[src/rtl/rsf_pkg.sv]
`timescale 1ns/1ps
package rsf_pkg;
  localparam int unsigned WORD_W   = 16;
  localparam int unsigned HDR_W    = 2;
  localparam int unsigned SYNC_LEN = 2;
  localparam logic [WORD_W-1:0] HIZ_KEY  = 16'h8001;
  localparam logic [WORD_W-1:0] NOP_WORD = 16'h0000;
endpackage

[src/rtl/rsf_sync.sv]
`timescale 1ns/1ps
module rsf_sync #(
  parameter int unsigned        W       = 1,
  parameter int unsigned        STAGES  = 2,
  parameter logic [W-1:0]       RST_VAL = '0
) (
  input  logic         clk_i,
  input  logic         rst_ni,
  input  logic [W-1:0] d_i,
  output logic [W-1:0] q_o
);
  logic [W-1:0] stg_q [STAGES];

  for (genvar s = 0; s < STAGES; s++) begin : g_stage
    if (s == 0) begin : g_first
      always_ff @(posedge clk_i or negedge rst_ni)
        if (!rst_ni) stg_q[s] <= RST_VAL;
        else         stg_q[s] <= d_i;
    end else begin : g_next
      always_ff @(posedge clk_i or negedge rst_ni)
        if (!rst_ni) stg_q[s] <= RST_VAL;
        else         stg_q[s] <= stg_q[s-1];
    end
  end

  assign q_o = stg_q[STAGES-1];
endmodule

[src/rtl/rsf_frame.sv]
`timescale 1ns/1ps
module rsf_frame #(
  parameter int unsigned WORD_W = rsf_pkg::WORD_W
) (
  input  logic              clk_i,
  input  logic              rst_ni,
  input  logic              fs_fall_i,
  input  logic              fs_rise_i,
  input  logic              sclk_fall_i,
  input  logic              sclk_rise_i,
  input  logic              sdi_i,
  input  logic [WORD_W-1:0] preload_i,
  output logic              act_o,
  output logic              done_o,
  output logic              whole_o,
  output logic [WORD_W-1:0] sr_o,
  output logic              bit_o
);
  localparam int unsigned     CNT_W = $clog2(WORD_W);
  localparam logic [CNT_W-1:0] LAST = CNT_W'(WORD_W - 1);

  logic              act_q, full_q, bit_q;
  logic [CNT_W-1:0]  cnt_q;
  logic [WORD_W-1:0] sr_q;

  always_ff @(posedge clk_i or negedge rst_ni) begin
    if (!rst_ni) begin
      act_q  <= 1'b0;
      full_q <= 1'b0;
      bit_q  <= 1'b1;
      cnt_q  <= '0;
      sr_q   <= '0;
    end else if (fs_fall_i) begin
      act_q  <= 1'b1;
      full_q <= 1'b0;
      bit_q  <= 1'b1;
      cnt_q  <= '0;
      sr_q   <= preload_i;
    end else if (fs_rise_i) begin
      act_q  <= 1'b0;
    end else if (act_q) begin
      if (sclk_fall_i) begin
        sr_q <= {sr_q[WORD_W-2:0], sdi_i};
        if (cnt_q == LAST) begin
          cnt_q  <= '0;
          full_q <= 1'b1;
        end else begin
          cnt_q  <= cnt_q + 1'b1;
        end
      end
      if (sclk_rise_i) bit_q <= sr_q[WORD_W-1];
    end
  end

  assign act_o   = act_q;
  assign done_o  = fs_rise_i & act_q;
  assign whole_o = full_q & (cnt_q == '0);
  assign sr_o    = sr_q;
  assign bit_o   = bit_q;
endmodule

[src/rtl/rsf_filter.sv]
`timescale 1ns/1ps
module rsf_filter #(
  parameter int unsigned       WORD_W = rsf_pkg::WORD_W,
  parameter int unsigned       HDR_W  = rsf_pkg::HDR_W,
  parameter logic [WORD_W-1:0] KEY    = rsf_pkg::HIZ_KEY,
  parameter logic [WORD_W-1:0] NOP    = rsf_pkg::NOP_WORD
) (
  input  logic              clk_i,
  input  logic              rst_ni,
  input  logic              done_i,
  input  logic              whole_i,
  input  logic              busy_i,
  input  logic [WORD_W-1:0] word_i,
  output logic              valid_o,
  output logic [WORD_W-1:0] word_o,
  output logic              hiz_o
);
  logic              accept, hdr_ok;
  logic              valid_q, arm_q, hiz_q;
  logic [WORD_W-1:0] word_q;

  assign accept = done_i & whole_i & ~busy_i;
  assign hdr_ok = (word_i[WORD_W-1 -: HDR_W] == '0);

  always_ff @(posedge clk_i or negedge rst_ni) begin
    if (!rst_ni) begin
      valid_q <= 1'b0;
      arm_q   <= 1'b0;
      hiz_q   <= 1'b0;
      word_q  <= '0;
    end else begin
      valid_q <= 1'b0;
      if (accept) begin
        if (word_i == KEY) begin
          arm_q <= 1'b1;
        end else begin
          arm_q <= 1'b0;
          if (hdr_ok) begin
            valid_q <= 1'b1;
            word_q  <= word_i;
            if (word_i == NOP) begin
              if (arm_q) hiz_q <= 1'b1;
            end else begin
              hiz_q <= 1'b0;
            end
          end
        end
      end
    end
  end

  assign valid_o = valid_q;
  assign word_o  = word_q;
  assign hiz_o   = hiz_q;
endmodule

[src/rtl/rsf_top.sv]
`timescale 1ns/1ps
module rsf_top #(
  parameter int unsigned WORD_W   = rsf_pkg::WORD_W,
  parameter int unsigned SYNC_LEN = rsf_pkg::SYNC_LEN
) (
  input  logic              clk_i,
  input  logic              rst_ni,
  input  logic              sclk_i,
  input  logic              fsync_ni,
  input  logic              sdi_i,
  output logic              sdo_pull_o,
  input  logic              busy_lock_i,
  input  logic              rdbk_load_i,
  input  logic [WORD_W-1:0] rdbk_word_i,
  output logic              word_valid_o,
  output logic [WORD_W-1:0] word_o
);
  // {sclk, fsync_n, sdi}; strobe idles high
  logic [2:0] pin_s;
  logic       sclk_d, fs_d;
  logic       sclk_rise, sclk_fall, fs_rise, fs_fall;

  rsf_sync #(.W(3), .STAGES(SYNC_LEN), .RST_VAL(3'b010)) u_sync (
    .clk_i (clk_i),
    .rst_ni(rst_ni),
    .d_i   ({sclk_i, fsync_ni, sdi_i}),
    .q_o   (pin_s)
  );

  always_ff @(posedge clk_i or negedge rst_ni) begin
    if (!rst_ni) begin
      sclk_d <= 1'b0;
      fs_d   <= 1'b1;
    end else begin
      sclk_d <= pin_s[2];
      fs_d   <= pin_s[1];
    end
  end

  assign sclk_rise =  pin_s[2] & ~sclk_d;
  assign sclk_fall = ~pin_s[2] &  sclk_d;
  assign fs_rise   =  pin_s[1] & ~fs_d;
  assign fs_fall   = ~pin_s[1] &  fs_d;

  // readback word held until the next frame starts
  logic              pend_v_q;
  logic [WORD_W-1:0] pend_q;

  always_ff @(posedge clk_i or negedge rst_ni) begin
    if (!rst_ni) begin
      pend_v_q <= 1'b0;
      pend_q   <= '0;
    end else if (rdbk_load_i) begin
      pend_v_q <= 1'b1;
      pend_q   <= rdbk_word_i;
    end else if (fs_fall) begin
      pend_v_q <= 1'b0;
    end
  end

  logic              frame_act, frame_done, frame_whole, sdo_bit, hiz_q;
  logic [WORD_W-1:0] frame_sr;

  rsf_frame #(.WORD_W(WORD_W)) u_frame (
    .clk_i      (clk_i),
    .rst_ni     (rst_ni),
    .fs_fall_i  (fs_fall),
    .fs_rise_i  (fs_rise),
    .sclk_fall_i(sclk_fall),
    .sclk_rise_i(sclk_rise),
    .sdi_i      (pin_s[0]),
    .preload_i  (pend_v_q ? pend_q : '0),
    .act_o      (frame_act),
    .done_o     (frame_done),
    .whole_o    (frame_whole),
    .sr_o       (frame_sr),
    .bit_o      (sdo_bit)
  );

  rsf_filter #(.WORD_W(WORD_W)) u_filter (
    .clk_i  (clk_i),
    .rst_ni (rst_ni),
    .done_i (frame_done),
    .whole_i(frame_whole),
    .busy_i (busy_lock_i),
    .word_i (frame_sr),
    .valid_o(word_valid_o),
    .word_o (word_o),
    .hiz_o  (hiz_q)
  );

  assign sdo_pull_o = frame_act & ~hiz_q & ~sdo_bit;
endmodule

[config.mk]
export PLATFORM = sky130hd
export DESIGN_NAME = rsf_top
export DESIGN_NICKNAME = d
export VERILOG_FILES = /design/src/rtl/rsf_pkg.sv /design/src/rtl/rsf_sync.sv /design/src/rtl/rsf_frame.sv /design/src/rtl/rsf_filter.sv /design/src/rtl/rsf_top.sv
export SDC_FILE = /design/constraint.sdc
export NUM_CORES = 1
export LEC_CHECK = 0
export BUFFER_PORTS_ARGS = -buffer_cell sky130_fd_sc_hd__buf_2
export CELL_PAD_IN_SITES_DETAIL_PLACEMENT = 0
export CELL_PAD_IN_SITES_GLOBAL_PLACEMENT = 2
export CORE_UTILIZATION = 39
export DETAILED_ROUTE_END_ITERATION = 10
export PLACE_DENSITY_LB_ADDON = 0.1
export SLEW_MARGIN = 20
export SYNTH_ARGS = -nofsm -noshare
export SYNTH_HDL_FRONTEND = slang
export SYNTH_SLANG_ARGS = --single-unit
[constraint.sdc]
create_clock -name clk_i -period 2.3 [get_ports clk_i]
set_input_delay 0.46 -clock clk_i [delete_from_list [all_inputs] [get_ports clk_i]]
set_output_delay 0.46 -clock clk_i [all_outputs]
set_load 0.1 [all_outputs]
Word-level counts from Yosys, hierarchy flattened
Cells that the tools add are included.
Widths: inputs -> output; s select.
{"block": "totals", "out_inout_bits": 18, "in_bits": 23, "elab_cells": 81, "ff_bits": 67}
{"block": "op_classes", "eq_ne": 4, "n_addsub": 1, "n_bitwise": 18, "mux": 29, "reduce_logical": 14}
{"cell": "$mux 16", "count": 5}
{"cell": "$mux 4", "count": 5}
{"cell": "$mux 1", "count": 19}
{"cell": "$eq 16x16->1 const B", "count": 1}
{"cell": "$logic_not 16->1", "count": 1}
{"cell": "$reduce_bool 2->1", "count": 6}
{"cell": "$and 1x1->1", "count": 10}
{"cell": "$reduce_and 3->1", "count": 3}
{"cell": "$not 1->1", "count": 8}
{"cell": "$reduce_and 4->1", "count": 2}
{"cell": "$add 4x1->4 const B", "count": 1}
{"cell": "$eq 4x4->1 const B", "count": 1}
{"cell": "$logic_not 4->1", "count": 1}
{"cell": "$logic_not 2->1", "count": 1}
{"cell": "$ne 2x1->1 const B", "count": 1}
{"cell": "$ne 2x2->1 const B", "count": 1}

Depth between registers and ports, before layout
{"block": "depth", "depth_word": 6, "ltp_mapped": 8, "depth_no_buf": 6}

Cells and area by module
From an unflattened synthesis, not the netlist that was laid out.
{"block": "unflattened", "cells_unflattened": 230, "hier_area_um2": 2990.4}
{"module": "rsf_frame", "area_each_um2": 1128.6, "cells_each": 106, "instances": 1, "seq_area_each_um2": 576.8}
{"module": "rsf_top", "area_each_um2": 869.6, "cells_each": 61, "instances": 1, "seq_area_each_um2": 476.7}
{"module": "rsf_filter", "area_each_um2": 817.0, "cells_each": 54, "instances": 1, "seq_area_each_um2": 475.5}
{"module": "rsf_sync", "area_each_um2": 175.2, "cells_each": 9, "instances": 1, "seq_area_each_um2": 152.6}

Worst setup path after synthesis
OpenSTA, ideal clock, no wires.
{"block": "synth_timing", "path_kind": "reg-to-output", "startpoint": "register u_frame.act_q (netlist: u_frame.act_o)", "endpoint": "output sdo_pull_o", "path_stages_with_launch": 2, "setup_slack_ns": -0.773, "required_ns": 1.840, "n_path_buf": 0, "arrival_ns": 2.613, "path_cell_list": "dfrtp_1 -> nor3b_1"}
{"block": "synth_between", "elab_chain_cells": 2}
{"element": "from (decl)", "line": "rsf_frame.sv:22", "text": "logic act_q, full_q, bit_q;"}
{"element": "from (signal assigned)", "line": "rsf_frame.sv:28", "text": "act_q <= 1'b0;"}
{"element": "from (signal assigned)", "line": "rsf_frame.sv:34", "text": "act_q <= 1'b1;"}
{"element": "from (signal assigned)", "line": "rsf_frame.sv:40", "text": "act_q <= 1'b0;"}
{"element": "$and 1x1->1 (2 in a row)", "line": "rsf_top.sv:92", "text": "assign sdo_pull_o = frame_act & ~hiz_q & ~sdo_bit;"}
{"element": "to (decl)", "line": "rsf_top.sv:11", "text": "output logic sdo_pull_o,"}
No other way between the ends.

Worst setup path in the final report
Ends and elaborated chain as after synthesis.

==> flow_summary.yaml <==
status:
  status: "complete, no violations"
detailed_routing:
  drt_iter0_drc: 51
  first_pass_iters: 4
  num_vias: 1804
  wire_per_inst_um: 15.52
  routed_wl_um: 5634
  avgViaCountPerCell: 4.970
  drc_errors: 0
  ant_nets: 0
placed_design:
  io_buffers: 40
  placed_cell_area_sq_mm: 0.003191
  gp_congestion: 0.7940
  dp.cells: 347
  post-place-ws_ns: 0.5389
  dp_hpwl_um: 3947
cells_and_area:
  fin_cells: 363
  drive_gt1_share_pct: 37.83
  layout.nets: 290
  area_growth_pct: 18.42
  utilization_pct: 48.88
  stdcell_area_sq_mm: 0.003395
  antennaDiodeCount: 0
cts:
  clkTransAtPathRegs_ns: 0.07
  cts_resized: 0
  postCtsSetupBuffers: 0
  htreeDepth: 3
  root_buffer: "clkbuf_8"
  clk_path_buf_depth: 2
  cts_hold_buf: 0
  cts_buffers: 9
  cts_tree: "built"
  clk_latency_ns: 0.33
  clock_sinks: 67
hold_path:
  hold_class: "in2async"
die:
  io_pins: 41
  initial_core_util_pct: 41.28
  fp.dieW_um: 87.73
  core_area_sq_mm: 0.006944
  die-height_um: 87.73
  die_area_sq_mm: 0.007697
  rows: 30
global_route:
  grt_pass1_vias: 1852
  grt_start_max_net_pins: 29
  grt_usage_pct: 16.81
  gr-total-overflow: 0
  grt_pass1_wl_um: 9528
  antenna_found_initial: 0
yosys:
  synth-compound-area-share_pct: 7.595
  synth-simple-area-share_pct: 6.984
  ys_top_cells_by_area: "dfrtp_1, mux2_2, mux2i_1"
  syn_nets: 243
  synth_edf_count: 0
  synth-xor-area-share_pct: 0
  syn-cell-area_sq_mm: 0.002866
  avgSynthCellArea_sq_um: 13.33
  synth_top_cell_by_area: "dfrtp_1"
  synthDistinctLibCells: 37
  synth_flop_cell: "dfrtp_1"
  async_reset_ff_share_pct: 100.0
  synth.most_common_cell: "dfrtp_1"
  yosysSeqAreaShare_pct: 58.66
  synthAdderAreaFrac_pct: 2.182
  synthTopCellsByCount: "dfrtp_1, mux2_2, inv_1"
  ys_ff_latch: 67
  synth_top_family_by_area: "multiplexers"
  netlist.area_leader.share_pct: 55.00
  yosys_warnings: 0
  netlist_instances: 215
  muxShareOfSynthArea_pct: 19.38
power_and_ir_drop:
  leakage_nw: 1.646
  finalPower_mw: 3.163
  irDropWorstVdd_mv: 0.3937
  cellPowerDensity_mw_per_mm2: 931.8
timing:
  max_freq_mhz: 544.7
  drv_slew: 0
  fin_setup_tns_ns: 0
  tightest_slew_ns: 0.5355
  hold_viol: 0
  hold_slack_ns: 0.1131
  period_share_pct: 79.82
  fin_ws_ns: 0.4642
  rsz0062_at_grt: "false"
  clock_skew_ns: 0.01102
  period_needed_ns: 1.836
  setup_viol: 0
  relSlewSlack_pct: 64.30
critical_path:
  r2r-start: "u_sync.q_o[1]$_DFF_PN1_"
  critPathKind: "reg2out"
  path_max_fanout: 6
  crit_start: "u_frame.act_o$_DFFE_PN0P_"
  startpoint_type: "flip-flop"
  cp.required_ns: 1.84
  cp.arrival_ns: 1.38
  crit_path_end_kind: "output port"
job:
  drv_cap: 0
-- sequential cells by signal (all words and copies together), names as in the netlist --
name and cells:
pend_q 16, u_filter.word_o 16, u_frame.sr_o 16, u_frame.cnt_q 4, u_sync.q_o 3, u_sync.stg_q 3
fs_d 1, pend_v_q 1, sclk_d 1, u_filter.arm_q 1, u_filter.hiz_o 1, u_filter.valid_o 1
u_frame.act_o 1, u_frame.bit_o 1, u_frame.full_q 1
-- critical path, cell delays in order (launching register included) --
cell and delay [ns]:
dfrtp_1 0.43, nor3b_2 0.18, buf_2 0.44
-- metal layers --
layer  GRT usage, %  wire, um  up-vias
li1               -         -      858
met4          7.154        67        0
met3          3.676       222        6
met2          23.75      2430       50
met1          24.80      2913      890
met5              0         0        -
-- worst paths after layout --
path / cells after the start / slack, ns / to
max reg2reg: 5 / 0.52 / u_frame.cnt_q[3]$_DFFE_PN0P_
min reg2reg: 0 / 0.35 / u_sync.q_o[0]$_DFF_PN0_
min: 1 / 0.11 / u_frame.sr_o[11]$_DFFE_PN0P_
max in group asynchronous: 2 / 1.54 / u_filter.hiz_o$_DFFE_PN0P_
max: 2 / 0.46 / sdo_pull_o
min in group clk_i: 1 / 0.23 / u_sync.stg_q[4]$_DFF_PN1_
-- where the power goes --
group          switching (mW)  internal [mW]
registers               0.231           1.39
logic                   0.288          0.273
clock network           0.426          0.559
-- cell families after synthesis --
kind of cell,Yosys count
buf+inv,33
mux,49
flops,67
simple gates,31
fa+ha+maj,5
compound gates,30
-- final cells by class --
cell class | instances | area, sq um
repair buffers | 46 | 257.7
multi-input cells | 115 | 1045
inverters | 23 | 86.33
flip-flops and latches | 67 | 1682
clock inverters | 4 | 48.80
well taps | 96 | 120.1
fillers | 638 | 3550
clock buffers | 12 | 155.1
-- cells in the final DEF, fill, tap and decap left out, types with 2 or more instances in the layout --
cell type / count
nor2_1: 3
nor4_1: 5
mux2_4: 7
dfrtp_1: 63
nand3_1: 2
and2_1: 3
inv_1: 23
buf_2: 40
buf_4: 5
clkbuf_8: 11
nand2_1: 7
mux2_2: 24
dfstp_2: 4
a21oi_1: 2
mux2i_1: 18
o21ai_0: 3
a22oi_1: 15
ha_1: 5
clkinv_2: 2
nand4_1: 3
or3_1: 2
Note: power is estimated with default switching activity, not from simulation.
